--- src/rtl/pbseq_pkg.sv ---
package pbseq_pkg;
    typedef enum logic [2:0] {
        ST_OFF  = 3'd0,
        ST_RAMP = 3'd1,
        ST_RST  = 3'd2,
        ST_BOOT = 3'd3,
        ST_ON   = 3'd4
    } pwr_state_t;

    localparam int NUM_REG  = 7;
    localparam int REG1_BIT = 0;
    localparam int REG2_BIT = 1;
    localparam int REG3_BIT = 2;
    localparam int REG4_BIT = 3;
    localparam int REG5_BIT = 4;
    localparam int REG6_BIT = 5;
    localparam int REG7_BIT = 6;
endpackage

--- src/rtl/pbseq_sync.sv ---
module pbseq_sync #(
    parameter int WIDTH  = 2,
    parameter int STAGES = 2
) (
    input  logic             clk,
    input  logic             rst_n,
    input  logic [WIDTH-1:0] d,
    output logic [WIDTH-1:0] q
);
    for (genvar b = 0; b < WIDTH; b++) begin : g_bit
        logic [STAGES-1:0] chain;
        always_ff @(posedge clk or negedge rst_n) begin
            if (!rst_n) chain <= '0;
            else        chain <= {chain[STAGES-2:0], d[b]};
        end
        assign q[b] = chain[STAGES-1];
    end
endmodule

--- src/rtl/pbseq_timer.sv ---
module pbseq_timer #(
    parameter int RST_CYCLES = 64
) (
    input  logic clk,
    input  logic rst_n,
    input  logic run,
    input  logic pg_ok,
    output logic done
);
    localparam int CW = (RST_CYCLES > 1) ? $clog2(RST_CYCLES) : 1;
    localparam logic [CW-1:0] LAST = CW'(RST_CYCLES - 1);

    logic [CW-1:0] cnt;

    assign done = run && pg_ok && (cnt == LAST);

    always_ff @(posedge clk or negedge rst_n) begin
        if (!rst_n)              cnt <= '0;
        else if (!run || !pg_ok) cnt <= '0;
        else if (cnt != LAST)    cnt <= cnt + 1'b1;
    end
endmodule

--- src/rtl/pbseq_fsm.sv ---
module pbseq_fsm
    import pbseq_pkg::*;
(
    input  logic               clk,
    input  logic               rst_n,
    input  logic               pb_s,
    input  logic               wk_s,
    input  logic               pg5,
    input  logic               hold_in,
    input  logic               en_in,
    input  logic               r3_indep,
    input  logic               tmr_done,
    output logic               tmr_run,
    output logic [NUM_REG-1:0] reg_en,
    output logic               rst_out_n
);
    pwr_state_t state, state_nx;
    logic pb_d, wk_d;
    logic start, trig, claim;

    assign start = (pb_s && !pb_d) || (wk_s && !wk_d);
    assign trig  = pb_s || wk_s;
    assign claim = hold_in || en_in;

    always_ff @(posedge clk or negedge rst_n) begin
        if (!rst_n) begin
            state <= ST_OFF;
            pb_d  <= 1'b0;
            wk_d  <= 1'b0;
        end else begin
            state <= state_nx;
            pb_d  <= pb_s;
            wk_d  <= wk_s;
        end
    end

    always_comb begin
        state_nx = state;
        unique case (state)
            ST_OFF:  if (start) state_nx = ST_RAMP;
            ST_RAMP: begin
                if (!trig)    state_nx = ST_OFF;
                else if (pg5) state_nx = ST_RST;
            end
            ST_RST: begin
                if (!trig)         state_nx = ST_OFF;
                else if (tmr_done) state_nx = ST_BOOT;
            end
            ST_BOOT: begin
                if (claim)      state_nx = ST_ON;
                else if (!trig) state_nx = ST_OFF;
            end
            ST_ON:   if (!claim) state_nx = ST_OFF;
            default: state_nx = ST_OFF;
        endcase
    end

    always_comb begin
        reg_en    = '0;
        rst_out_n = 1'b0;
        tmr_run   = 1'b0;
        unique case (state)
            ST_OFF: ;
            ST_RAMP: begin
                reg_en[REG3_BIT] = 1'b1;
                reg_en[REG5_BIT] = 1'b1;
            end
            ST_RST, ST_BOOT: begin
                reg_en[REG1_BIT] = 1'b1;
                reg_en[REG2_BIT] = 1'b1;
                reg_en[REG3_BIT] = 1'b1;
                reg_en[REG5_BIT] = 1'b1;
                tmr_run          = (state == ST_RST);
                rst_out_n        = (state == ST_BOOT);
            end
            ST_ON: begin
                rst_out_n        = 1'b1;
                reg_en[REG1_BIT] = hold_in;
                reg_en[REG2_BIT] = hold_in;
                reg_en[REG5_BIT] = hold_in;
                reg_en[REG4_BIT] = en_in;
                reg_en[REG6_BIT] = en_in;
                reg_en[REG7_BIT] = en_in;
                reg_en[REG3_BIT] = en_in || (!r3_indep && pb_s);
            end
            default: ;
        endcase
    end

    assert_start_ramp_R2: assert property (@(posedge clk) disable iff (!rst_n)
        (state == ST_OFF && start) |=> (reg_en == 7'b0010100));
    assert_release_after_timer_R4: assert property (@(posedge clk) disable iff (!rst_n)
        $rose(rst_out_n) |-> $past(tmr_done));
    assert_abort_unclaimed_R5: assert property (@(posedge clk) disable iff (!rst_n)
        ((state == ST_RAMP || state == ST_RST) && !trig) |=> (reg_en == '0));
    assert_claim_holds_R6: assert property (@(posedge clk) disable iff (!rst_n)
        (state == ST_BOOT && claim) |=> (state == ST_ON && rst_out_n));
    assert_drop_to_off_R10: assert property (@(posedge clk) disable iff (!rst_n)
        (state == ST_ON && !claim) |=> (reg_en == '0 && !rst_out_n));
    assert_no_level_restart_R11: assert property (@(posedge clk) disable iff (!rst_n)
        (state == ST_OFF && !start) |=> (state == ST_OFF));
endmodule

--- src/rtl/pb_power_seq.sv ---
module pb_power_seq
    import pbseq_pkg::*;
#(
    parameter int RST_CYCLES  = 64,
    parameter int SYNC_STAGES = 2
) (
    input  logic               clk,
    input  logic               rst_n,
    input  logic               pb_in,
    input  logic               wake_in,
    input  logic               pg5,
    input  logic               hold_in,
    input  logic               en_in,
    input  logic               r3_indep,
    output logic [NUM_REG-1:0] reg_en,
    output logic               rst_out_n,
    output logic               pb_stat_n
);
    logic [1:0] trig_s;
    logic       tmr_run, tmr_done;

    pbseq_sync #(.WIDTH(2), .STAGES(SYNC_STAGES)) u_sync (
        .clk(clk), .rst_n(rst_n), .d({wake_in, pb_in}), .q(trig_s)
    );

    pbseq_timer #(.RST_CYCLES(RST_CYCLES)) u_timer (
        .clk(clk), .rst_n(rst_n), .run(tmr_run), .pg_ok(pg5), .done(tmr_done)
    );

    pbseq_fsm u_fsm (
        .clk(clk), .rst_n(rst_n), .pb_s(trig_s[0]), .wk_s(trig_s[1]),
        .pg5(pg5), .hold_in(hold_in), .en_in(en_in), .r3_indep(r3_indep),
        .tmr_done(tmr_done), .tmr_run(tmr_run),
        .reg_en(reg_en), .rst_out_n(rst_out_n)
    );

    assign pb_stat_n = ~trig_s[0];

    assert_status_tracks_R12: assert property (@(posedge clk) disable iff (!rst_n)
        $fell(pb_stat_n) |-> $past(pb_in, 2));
endmodule

--- config.mk ---
export PLATFORM = sky130hd
export DESIGN_NAME = pb_power_seq
export DESIGN_NICKNAME = d
export VERILOG_FILES = /design/src/rtl/pbseq_pkg.sv /design/src/rtl/pbseq_sync.sv /design/src/rtl/pbseq_timer.sv /design/src/rtl/pbseq_fsm.sv /design/src/rtl/pb_power_seq.sv
export SDC_FILE = /design/constraint.sdc
export NUM_CORES = 1
export LEC_CHECK = 0
export BUFFER_PORTS_ARGS = -buffer_cell sky130_fd_sc_hd__buf_2
export CAP_MARGIN = 10
export CORE_MARGIN = 1.5
export CORE_UTILIZATION = 54
export CTS_CLUSTER_SIZE = 8
export DETAILED_ROUTE_END_ITERATION = 10
export MAX_ROUTING_LAYER = met4
export PLACE_DENSITY = 0.9
export SLEW_MARGIN = 20
export SYNTH_ARGS = -nofsm -noshare
export SYNTH_HDL_FRONTEND = slang
export SYNTH_HIERARCHICAL = 1
export SYNTH_SLANG_ARGS = --single-unit
export TNS_END_PERCENT = 30
--- constraint.sdc ---
create_clock -name clk -period 3.4 [get_ports clk]
set_input_delay 0.85 -clock clk [delete_from_list [all_inputs] [get_ports clk]]
set_output_delay 0.85 -clock clk [all_outputs]
set_load 0.01 [all_outputs]
== After elaboration in Yosys (flattened, before gate mapping) ==
Cells that the tools add are included.
W data, S select, Z words.

* Shift operators: 0
* $lt $le $gt $ge: 0
* Reduce and logical (&&, ||, !) cells: 20
* Multiplexer cells: 18
* Add/sub/neg operators: 1
* Div/mod/pow operators: 0
* Bitwise logic cells: 1
* Equal/unequal tests: 11
* Multiply operators: 0

{| class="wikitable"
|+ Operator list
! kind !! count
|-
| $mux W3 || 8
|-
| $pmux W3 S5 || 1
|-
| $mux W6 || 2
|-
| $ne A3 B3 Y1 const B || 3
|-
| $add A6 B1 Y6 const B || 1
|-
| $eq A3 B2 Y1 const B || 2
|-
| $eq A6 B6 Y1 const B || 1
|-
| $ne A6 B6 Y1 const B || 1
|-
| $pmux W1 S2 || 3
|-
| $logic_and A1 B1 Y1 || 5
|-
| $logic_not A1 Y1 || 5
|-
| $logic_or A1 B1 Y1 || 5
|-
| $reduce_and A5 Y1 || 1
|-
| $pmux W2 S2 || 1
|-
| $eq A3 B1 Y1 const B || 1
|-
| $eq A3 B3 Y1 const B || 1
|-
| $logic_not A3 Y1 || 1
|-
| $reduce_or A3 Y1 || 1
|-
| $mux W1 || 2
|-
| $mux W2 || 1
|-
| $ne A2 B1 Y1 const B || 1
|-
| $ne A2 B2 Y1 const B || 1
|-
| $reduce_bool A2 Y1 || 1
|-
| $reduce_or A2 Y1 || 1
|-
| $not A1 Y1 || 1
|}

* Output and inout port bits: 9
* Bits in writable memories: 0
* Logic and storage cells: 57
* Bits of input ports: 8
* Memories: 0
* Bits in latches: 0
* Register bits: 15
* Memory bits (read-only): 0

== Depth between registers and ports, before layout ==
Gate-level depths: netlist of the first run.

* Depth in word-level cells: 8
* Mapped depth: 7
* Gate-level depth less buffers: 7

== Modules after synthesis ==
Netlist of the first run, hierarchy kept.

{| class="wikitable"
|+ Modules (own cells, without submodules)
! module !! instances !! cells an instance !! area each (µm²) !! sequential area each (µm²)
|-
| pbseq_fsm || 1 || 38 || 314.1 || 125.1
|-
| pbseq_timer || 1 || 33 || 312.8 || 150.1
|-
| pbseq_sync || 1 || 6 || 115.1 || 100.1
|-
| pb_power_seq || 1 || 1 || 3.8 || 0.0
|}

== Least setup slack after synthesis of the first run ==
No wires, ideal clock.

* Path kind: input-to-output
* Start point: input port hold_in
* End point: output port reg_en[1]
* Setup slack: 1.297 ns
* Cell stages on the path: 3
* Data arrival time: 1.253 ns
* Buffers on the path: 1
* Cell sequence: nand3_1 o21ai_1 buf_4

* Longest elaborated chain between the ends: 1

{| class="wikitable"
|+ Ends and longest elaborated chain
! what !! line !! RTL
|-
| from (decl) || pb_power_seq.sv:12 || <nowiki>input logic hold_in,</nowiki>
|-
| $pmux W2 S2 || pbseq_fsm.sv:62 || <nowiki>unique case (state)</nowiki>
|-
| to (decl) || pb_power_seq.sv:15 || <nowiki>output logic [NUM_REG-1:0] reg_en,</nowiki>
|}

Every way passes these cells.

== Worst setup path after layout of the first run ==
* Start point: register u_fsm.state[1]
* End point: output port reg_en[1]

* Longest elaborated chain between the ends: 3
* Elaborated cells on any way between the ends: 5

{| class="wikitable"
|+ Ends and longest elaborated chain
! what !! line !! RTL
|-
| from (decl) || pbseq_fsm.sv:17 || <nowiki>pwr_state_t state, state_nx;</nowiki>
|-
| from (signal assigned) || pbseq_fsm.sv:31 || <nowiki>state <= state_nx;</nowiki>
|-
| $eq A3 B2 Y1 || pbseq_fsm.sv:62 ||
|-
| $reduce_or A2 Y1 || n/a ||
|-
| $pmux W2 S2 (*) || pbseq_fsm.sv:62 ||
|}

Every way passes the cells marked *; elsewhere a longest branch is shown, timed or not.

==> results of run 1 <==
==> worst max path at each step <==
stage / from / to
after floorplan: hold_in / reg_en[1]
after global placement: en_in / reg_en[2]
after detailed placement: en_in / reg_en[2]
after CTS: u_fsm/state[1]$_DFFE_PN0P_ / reg_en[4]
after global routing: u_fsm/state[1]$_DFFE_PN0P_ / reg_en[4]
final: u_fsm/state[1]$_DFFE_PN0P_ / reg_en[1]
==> cells by family (layout without fill, tap and decap cells) <==
logic type,after synthesis,after routing,share of synthesized area [%]
flops,15,15,50.3
compound gates,15,15,12.1
fa+ha+maj,1,1,1.68
buf+inv,9,23,7.21
xor+xnor,1,1,1.17
simple gates,37,37,27.5
==> metrics by stage <==
step / power, uW / area, sq um
6_report: 498 / 830
5_1_grt: 537 / 830
4_1_cts: 507 / 830
3_5_place_dp: 405 / 802
3_3_place_gp: 392 / 802
2_1_floorplan: 349 / 746
==> synthesized netlist by cell type, drive strengths merged <==
| library cell | count |
|---|---|
| xor2 | 1 |
| ha | 1 |
| nand2 | 7 |
| nor2b | 3 |
| or3 | 1 |
| o211ai | 1 |
| and2 | 1 |
| nor3b | 2 |
| nand2b | 1 |
| nor3 | 4 |
| nand3b | 1 |
| a31oi | 2 |
| a211oi | 1 |
| dfrtp | 15 |
| buf | 6 |
| or2 | 1 |
| nor4 | 2 |
| o21ai | 7 |
| nor2 | 6 |
| inv | 3 |
| a31o | 1 |
| a21oi | 3 |
| nand3 | 5 |
| and3 | 2 |
| nand4b | 1 |
==> critical path, delay by kind of cell, from the launching register on <==
kind                   cells  cell delay (ps)
and+or+nand+nor            2              530
DFF                        1              460
buffers and inverters      1              150
AOI/OAI and AO/OA          1              110
==> power groups by stage <==
stage          Sequential [uW]  Clock [uW]  Combinational (uW)
3_3_place_gp               235           0                 157
4_1_cts                    234         105                 167
2_1_floorplan              221           0                 128
6_report                   234        99.6                 164
3_5_place_dp               237           0                 168
5_1_grt                    239         110                 188
==> final cells by class <==
type | count | area (sq um)
Sequential cell | 15 | 375
Multi-Input combinational cell | 54 | 317
Clock inverter | 1 | 5.00
Clock buffer | 3 | 22.5
Tap cell | 15 | 18.8
Inverter | 3 | 11.3
Fill cell | 119 | 472
Timing Repair Buffer | 16 | 80.1
==> metal layers <==
layer / vias to the layer above / GRT usage [%] / wire [microns]
met5: - / - / 0
met4: 0 / 10.3 / 10
met3: 2 / 5.00 / 82
met2: 27 / 31.0 / 675
met1: 275 / 25.1 / 617
li1: 302 / - / -
==> state kept, by name, summed over array words and instances (netlist names) <==
name / flops
u_timer/cnt: 6
u_fsm/state: 3
u_fsm/wk_d: 1
u_fsm/pb_d: 1
u_sync/g_bit.chain: 4
==> flow_summary.yaml, run 1 <==
outcome:
  status: "completed"
clocking:
  cts.sinks: 15
  clockBufferDepth: 2
  cts-buffers-inserted: 3
  cts_root_buffer: "clkbuf_4"
  cts_resized: 0
  ctsHoldBuffers: 0
  cts_tree: "done"
  clock_latency_ps: 280
  h-tree-depth: 1
  post-cts-setup-buffers: 0
  clkTransAtPathRegs_ps: 90
drt:
  post_drt_wl_per_cell_microns: 13.0
  drtIter0Drc: 14
  drt_pass1_iterations: 4
  wirelength_microns: 1390
  vias: 606
  via_per_inst: 5.66
  antenna_left: 0
  drc: 0
setup_path:
  critical-path-max-stage-delay_ps: 460
  required_ps: 2550
  path_cells: "nor2_1 > nand3_1 > o21ai_1 > buf_2"
  worstSetupStartpointType: "flop"
  rrSetupSlack_ps: 1560
  reg2reg_to: "u_fsm/state[0]$_DFFE_PN0P_"
  slowest_stage: "dfrtp_1"
  r2r-start: "u_fsm/state[1]$_DFFE_PN0P_"
  crit_path_end_kind: "output port"
  cp_max_fo: 8
  r2r_cells: 7
  arrival_ps: 1520
  timing_worst_setup_path_type: "flop to output port"
yosys:
  synth_cell_types: 32
  yosysTopAreaCell: "dfrtp_1"
  ys_ff_latch: 15
  synth_top_area_share_pct: 50.3
  synth_area_leaders: "dfrtp_1 (50%), buf_4 (5.0%), nand2_1 (3.5%), o21ai_0 (3.4%), nand3_1 (2.7%)"
  yosys_warnings: 6
  synth_fp_nets: 87
  syn-cell-area_sq_um: 746
  avgSynthCellArea_sq_um: 9.56
  ys_seq_area_share_pct: 50.3
  synthCells: 78
grt:
  grt-ovfl-total: 0
  grt_usage_pct: 20.4
  grt_pass1_vias: 464
  grt_first_pass_wirelength_microns: 1990
  antenna_found_initial: 0
  grt_max_degree: 16
pwr:
  p_switching_uw: 186
  p_leak_uw: 0.000378
  internal-power_uw: 311
  netSwitchingFraction_pct: 37.4
  p_seq_share_pct: 47.0
  p_comb_share_pct: 33.0
  vdd_ir_drop_max_mv: 0.277
  p_clk_share_pct: 20.0
  pwr_density_cell_nw_per_um2: 600
worst_hold_path:
  min_from: "u_sync/g_bit[1].chain[0]$_DFF_PN0_"
  hold_path.class: "flop to flop"
  holdPathStages: 0
  hold-path-endpoint: "u_sync/g_bit[1].chain[1]$_DFF_PN0_"
floorplanning:
  dieWidth_microns: 40.2
  initial_core_util_pct: 57.3
  rows: 13
  die_h_microns: 40.2
  die-area_sq_um: 1610
  io_pins: 17
  coreArea_sq_um: 1300
sta:
  period_minus_slack_ps: 2370
  slew-limit-headroom_pct: 72.0
  tightest_slew_ps: 419
  hold_viol: 0
  holdWs_ps: 353
  tns_ps: 0
  layout_setup_ws_ps: 1030
  finalSetupViolCount: 0
  period_share_pct: 69.7
  rsz0062_at_grt: "no"
  max_freq_mhz: 422
  drv_slew: 0
  finClkSkew_ps: 3.60
cells_and_area:
  nets: 102
  num_antenna_cells: 0
  layoutNonFillerInstCount: 107
  mostFrequentLayoutCell: "buf_2"
  final_cell_mix: "buf_2 (16), dfrtp_1 (15), nand2_1 (7)"
  area_delta_synth_final_pct: 11.2
  final_layout_size_suffix_gt1_share_pct: 28.3
  fin_util_pct: 63.7
place:
  finalWeightedCongestion: 0.674
  place_hpwl_microns: 1030
  port_buffers: 16
  dp.cells: 103
  pre_cts_slack_ps: 1170
job:
  maxCapViolCount: 0
(Power assumes the default switching activity.)
==> run 2, diff against run 1 <==
- ABC_AREA: default -> 1
- CORE_UTILIZATION: 54 -> 52
- PLACE_DENSITY: 0.9 -> 0.86
- clock period: 3.4 -> 2.4 ns (I/O delays scaled with it)
==> run 2 against run 1 <==
Final area increased by 14%. Critical path depth unchanged. Sequential share of layout area decreased by 5.6 points. Core utilization decreased by 1.7 points. Wire length increased by 7.4%. Sequential power increased by 38%. Clock skew decreased by 1.2 ps. Synthesized cell count increased by 42%. Critical endpoint is now reg_en[6].
==> flow_summary.yaml, run 2 <==
outcome:
  status: "completed"
sta:
  hold_viol: 0
  period_minus_slack_ps: 1970
  rsz0062_at_grt: "no"
  tns_ps: 0
  period_share_pct: 82.3
  tightest_slew_ps: 322
  finClkSkew_ps: 2.36
  slew-limit-headroom_pct: 78.5
  layout_setup_ws_ps: 426
  max_freq_mhz: 507
  drv_slew: 0
  finalSetupViolCount: 0
place:
  postPlaceCellArea_sq_um: 918
  finalWeightedCongestion: 0.829
  place_hpwl_microns: 1190
  pre_cts_slack_ps: 727
  port_buffers: 16
yosys:
  synth_top_area_share_pct: 43.9
  synthCells: 111
  ys.flop_type: "dfrtp_1"
  yosys_warnings: 6
  synth_fa_ha_area_share_pct: 1.46
  synthTopCellsByCount: "nand2_1 (26), dfrtp_1 (15), inv_1 (12), nand3_1 (12), nor2_1 (12)"
  ys_ff_latch: 15
  ys_seq_area_share_pct: 43.9
  yosysMostFrequentCell: "nand2_1"
  yosys.area_share.simple_pct: 36.3
  avgSynthCellArea_sq_um: 7.71
  synth_top_family_by_area: "simple AND/OR/NAND/NOR gates"
  synth_edf_count: 0
  async_flop_share_pct: 100
  synth.mux.area_fraction_pct: 0
  synth_fp_nets: 120
  synth_xor_area_share_pct: 0
  synth_cell_types: 21
  yosysTopAreaCell: "dfrtp_1"
  synth_area_leaders: "dfrtp_1 (44%), nand2_1 (11%), nand3_1 (7.0%), inv_1 (5.3%), nor2_1 (5.3%)"
  synth_compound_area_share_pct: 5.99
  syn-cell-area_sq_um: 856
grt:
  grt_max_degree: 16
  antenna_found_initial: 0
  grt_pass1_vias: 631
  grt_usage_pct: 18.8
  grt-ovfl-total: 0
  grt_first_pass_wirelength_microns: 2490
setup_path:
  required_ps: 1800
  critPathLaunch: "u_fsm/state[1]$_DFFE_PN0P_"
  arrival_ps: 1370
  r2r-start: "u_fsm/state[2]$_DFFE_PN0P_"
  worstSetupStartpointType: "flop"
  timing_worst_setup_path_type: "flop to output port"
  cp_max_fo: 7
  crit_path_end_kind: "output port"
drt:
  drt_pass1_iterations: 4
  drc: 0
  post_drt_wl_per_cell_microns: 10.5
  drtIter0Drc: 15
  wirelength_microns: 1490
  vias: 733
  antenna_left: 0
  via_per_inst: 5.16
clocking:
  clock_latency_ps: 280
  cts_tree: "done"
  clkTransAtPathRegs_ps: 90
  cts_resized: 0
  post-cts-setup-buffers: 0
  ctsHoldBuffers: 0
  h-tree-depth: 1
  clockBufferDepth: 2
  cts.sinks: 15
  cts-buffers-inserted: 3
  cts_root_buffer: "clkbuf_4"
pwr:
  internal-power_uw: 483
  pwr_density_cell_nw_per_um2: 859
  p_leak_uw: 0.000539
  netSwitchingFraction_pct: 40.5
  p_comb_share_pct: 42.7
  p_switching_uw: 329
  vdd_ir_drop_max_mv: 0.500
  p_clk_share_pct: 17.4
  p_seq_share_pct: 39.9
job:
  maxCapViolCount: 0
floorplanning:
  io_pins: 17
  dieWidth_microns: 43.6
  initial_core_util_pct: 56.2
  rows: 14
  die-area_sq_um: 1900
  coreArea_sq_um: 1520
  die_h_microns: 43.6
cells_and_area:
  nets: 136
  reg_top3: "u_timer/cnt: 6 flops, u_sync/g_bit.chain: 4 flops, u_fsm/state: 3 flops"
  stdcell_area_sq_um: 946
  fin_util_pct: 62.1
  final_layout_size_suffix_gt1_share_pct: 27.8
  fill_cells: 145
  mostFrequentLayoutCell: "nand2_1"
  largest_reg_flops: 6
  num_antenna_cells: 0
  final_cell_mix: "nand2_1 (26), buf_2 (16), dfrtp_1 (15)"
  area_delta_synth_final_pct: 10.5
  regMostFlops: "u_timer/cnt"
worst_hold_path:
  hold_path.class: "input pin to asynchronous set/reset pin"
## run 2: cell count changes after synthesis, sizes merged, moves of 8 or more
cell	before	now
nand2	7	28
nand3	5	13
nor2	6	18
inv	3	17
## run 2: final timing paths
check / cells after the start / slack [ps] / to
hold / removal: 1 / 200 / u_timer/cnt[5]$_DFFE_PN0P_
max in group asynchronous: 1 / 1960 / u_fsm/state[0]$_DFFE_PN0P_
hold reg to reg: 0 / 350 / u_sync/g_bit[0].chain[1]$_DFF_PN0_
min in group clk: 0 / 350 / u_sync/g_bit[0].chain[1]$_DFF_PN0_
setup reg to reg: 14 / 750 / u_fsm/state[0]$_DFFE_PN0P_
setup / recovery: 4 / 430 / reg_en[6]
## run 2: critical path, cell delays in order, from the launching register on
cell and delay, ps:
dfrtp_1 430, nor2_1 180, nand2_2 140, nor2_1 180, buf_2 160
## run 2: kinds of logic (layout without fill, tap and decap cells)
group / count (synthesis) / count (layout)
and+or+nand+nor: 63 / 63
DFF: 15 / 15
adders and majority gates: 1 / 1
buffers and inverters: 23 / 38
AOI/OAI and AO/OA: 9 / 9
## run 2: layout make-up
cell class                      count  area (sq um)  share of cell area [%]
Clock buffer                        3          22.5                    2.38
Tap cell                           16          20.0                    2.12
Sequential cell                    15           375                    39.7
Multi-Input combinational cell     73           374                    39.6
Timing Repair Buffer               16          80.1                    8.47
Clock inverter                      1          5.00                   0.529
Inverter                           18          68.8                    7.28
## run 2: per-layer routing
| metal | global-route usage [%] | share of wire (%) | vias up |
|---|---|---|---|
| met1 | 21.6 | 43 | 330 |
| met3 | 2.92 | 3.8 | 5 |
| met4 | 13.3 | 2.9 | 0 |
| met5 | - | 0 | - |
| li1 | - | - | 377 |
| met2 | 29.7 | 50 | 21 |
## run 2: per-stage QoR
step / total power, uW / cells / hold slack, ps
after global routing: 885 / 142 / 205
after CTS: 824 / 142 / 199
after detailed placement: 679 / 138 / 338
after global placement: 666 / 138 / 333
after floorplan: 589 / 111 / 304
final: 812 / 142 / 196
## run 2: power by group through the flow
stage | sequential [uW] | combinational (uW) | clock (uW)
final | 324 | 347 | 141
after floorplan | 320 | 269 | 0
after global routing | 329 | 394 | 161
after detailed placement | 328 | 350 | 0
after global placement | 326 | 340 | 0
after CTS | 323 | 351 | 149
==> run 3, diff against run 2 <==
- clock period: 2.4 -> 1.95 ns (I/O delays scaled with it)
==> run 3 against run 2 <==
Via count rose by 1.6%. Die area unchanged. First-iteration DRC count grew 53%. Critical path type unchanged.
==> flow_summary.yaml, run 3 (same netlist as run 2, synthesis figures left out) <==
drt:
  wirelength_microns: 1580
  drtIter0Drc: 23
  drt_pass1_iterations: 4
  vias: 745
  antenna_left: 0
  post_drt_wl_per_cell_microns: 11.1
  via_per_inst: 5.25
  drc: 0
setup_path:
  r2r-start: "u_fsm/state[0]$_DFFE_PN0P_"
  worstSetupStartpointType: "flop"
  reg2reg_to: "u_fsm/state[0]$_DFFE_PN0P_"
  required_ps: 1460
  timing_worst_setup_path_type: "flop to output port"
  arrival_ps: 1340
  cp_max_fo: 7
  crit_path_end_kind: "output port"
  rrSetupSlack_ps: 290
  r2r_cells: 14
clocking:
  cts-buffers-inserted: 3
  h-tree-depth: 1
  cts_root_buffer: "clkbuf_4"
  cts_resized: 0
  post-cts-setup-buffers: 0
  clockBufferDepth: 2
  cts.sinks: 15
  ctsHoldBuffers: 0
  clock_latency_ps: 290
  cts_tree: "done"
  clkTransAtPathRegs_ps: 100
place:
  finalWeightedCongestion: 0.833
  dp.cells: 138
  place_hpwl_microns: 1190
  port_buffers: 16
pwr:
  pwr_density_cell_nw_per_um2: 1080
  p_leak_uw: 0.000534
  vdd_ir_drop_max_mv: 0.653
cells_and_area:
  largest_reg_flops: 6
  mostFrequentLayoutCell: "nand2_1"
  reg_top3: "u_timer/cnt: 6 flops, u_sync/g_bit.chain: 4 flops, u_fsm/state: 3 flops"
  num_antenna_cells: 0
  seqCellArea_sq_um: 378
  final_cell_mix: "nand2_1 (26), buf_2 (16), dfrtp_1 (13)"
  layoutNonFillerInstCount: 142
  multi_input_comb_area_sq_um: 385
  area_delta_synth_final_pct: 12.4
  final_layout_size_suffix_gt1_share_pct: 31.7
  nets: 136
  fill_cells: 139
  regMostFlops: "u_timer/cnt"
job:
  maxCapViolCount: 0
sta:
  period_minus_slack_ps: 1830
  hold_viol: 0
  slew-limit-headroom_pct: 78.0
  tns_ps: 0
  max_freq_mhz: 546
  finClkSkew_ps: 10.5
  period_share_pct: 93.9
  tightest_slew_ps: 330
  rsz0062_at_grt: "no"
  finalSetupViolCount: 0
  drv_slew: 0
floorplanning:
  dieWidth_microns: 43.6
  io_pins: 17
  initial_core_util_pct: 56.2
  coreArea_sq_um: 1520
  die-area_sq_um: 1900
  rows: 14
  die_h_microns: 43.6
worst_hold_path:
  hold_path.class: "input pin to asynchronous set/reset pin"
grt:
  grt_pass1_vias: 664
  grt_first_pass_wirelength_microns: 2740
  grt_max_degree: 16
  grt-ovfl-total: 0
  antenna_found_initial: 0
  grt_usage_pct: 20.3
outcome:
  status: "completed"
[run 3: cell types whose count changed in the layout (fill, tap and decap cells not counted)]
cell        delta
dfrtp_2        +2
nor2_1         -2
clkinv_2       -1
o22ai_2        +1
clkinvlp_4     +1
dfrtp_1        -2
nor2_2         +2
o22ai_1        -1
[run 3: final cells by class]
| class | count | area share [%] |
|---|---|---|
| inverter | 18 | 7.15 |
| multi-input combinational | 73 | 40.1 |
| tap | 16 | 2.08 |
| timing repair buffer | 16 | 8.32 |
| sequential | 15 | 39.3 |
| clock inverter | 1 | 0.780 |
| clock buffer | 3 | 2.34 |
[run 3: stage by stage]
step           hold WS, ps  power [uW]  cell area [sq um]  setup WS, ps  util, %
4_1_cts               82.3        1020                948          30.6     62.2
3_3_place_gp           334         821                918           409     60.3
6_report              74.2        1040                962           119     63.1
2_1_floorplan          192         725                856           338        -
5_1_grt               95.1        1130                962          25.7     63.1
3_5_place_dp           335         839                918           329     60.3
[run 3: critical path: stages, from the launching register on]
cell     delay [ps]
dfrtp_2         450
nor2_2          160
nand2_2         150
o21ai_1         160
buf_2           140
[run 3: report_power, final]
| part | internal (uW) | switching (uW) | total [uW] |
|---|---|---|---|
| registers | 355 | 52.8 | 408 |
| clock network | 78.1 | 107 | 185 |
| logic | 176 | 274 | 449 |
[run 3: how the worst max path moves through the flow]
stage                          startpoint                          to  slack [ps]  cells past startpoint
5_1_grt        u_fsm/state[1]$_DFFE_PN0P_                   reg_en[2]          30                      4
6_report       u_fsm/state[1]$_DFFE_PN0P_                   reg_en[2]         120                      4
3_5_place_dp   u_fsm/state[2]$_DFFE_PN0P_  u_fsm/state[0]$_DFFE_PN0P_         330                     14
3_3_place_gp   u_fsm/state[2]$_DFFE_PN0P_  u_fsm/state[0]$_DFFE_PN0P_         410                     14
4_1_cts        u_fsm/state[1]$_DFFE_PN0P_                   reg_en[0]          30                      4
2_1_floorplan  u_fsm/state[1]$_DFFE_PN0P_                   reg_en[1]         340                      4
[run 3: per-layer routing]
metal | vias up | GRT usage, % | wire length [microns]
li1 | 373 | - | -
met1 | 352 | 25.0 | 742
met2 | 16 | 32.1 | 785
met3 | 4 | 3.75 | 35
met4 | 0 | 9.70 | 14
met5 | - | - | 0
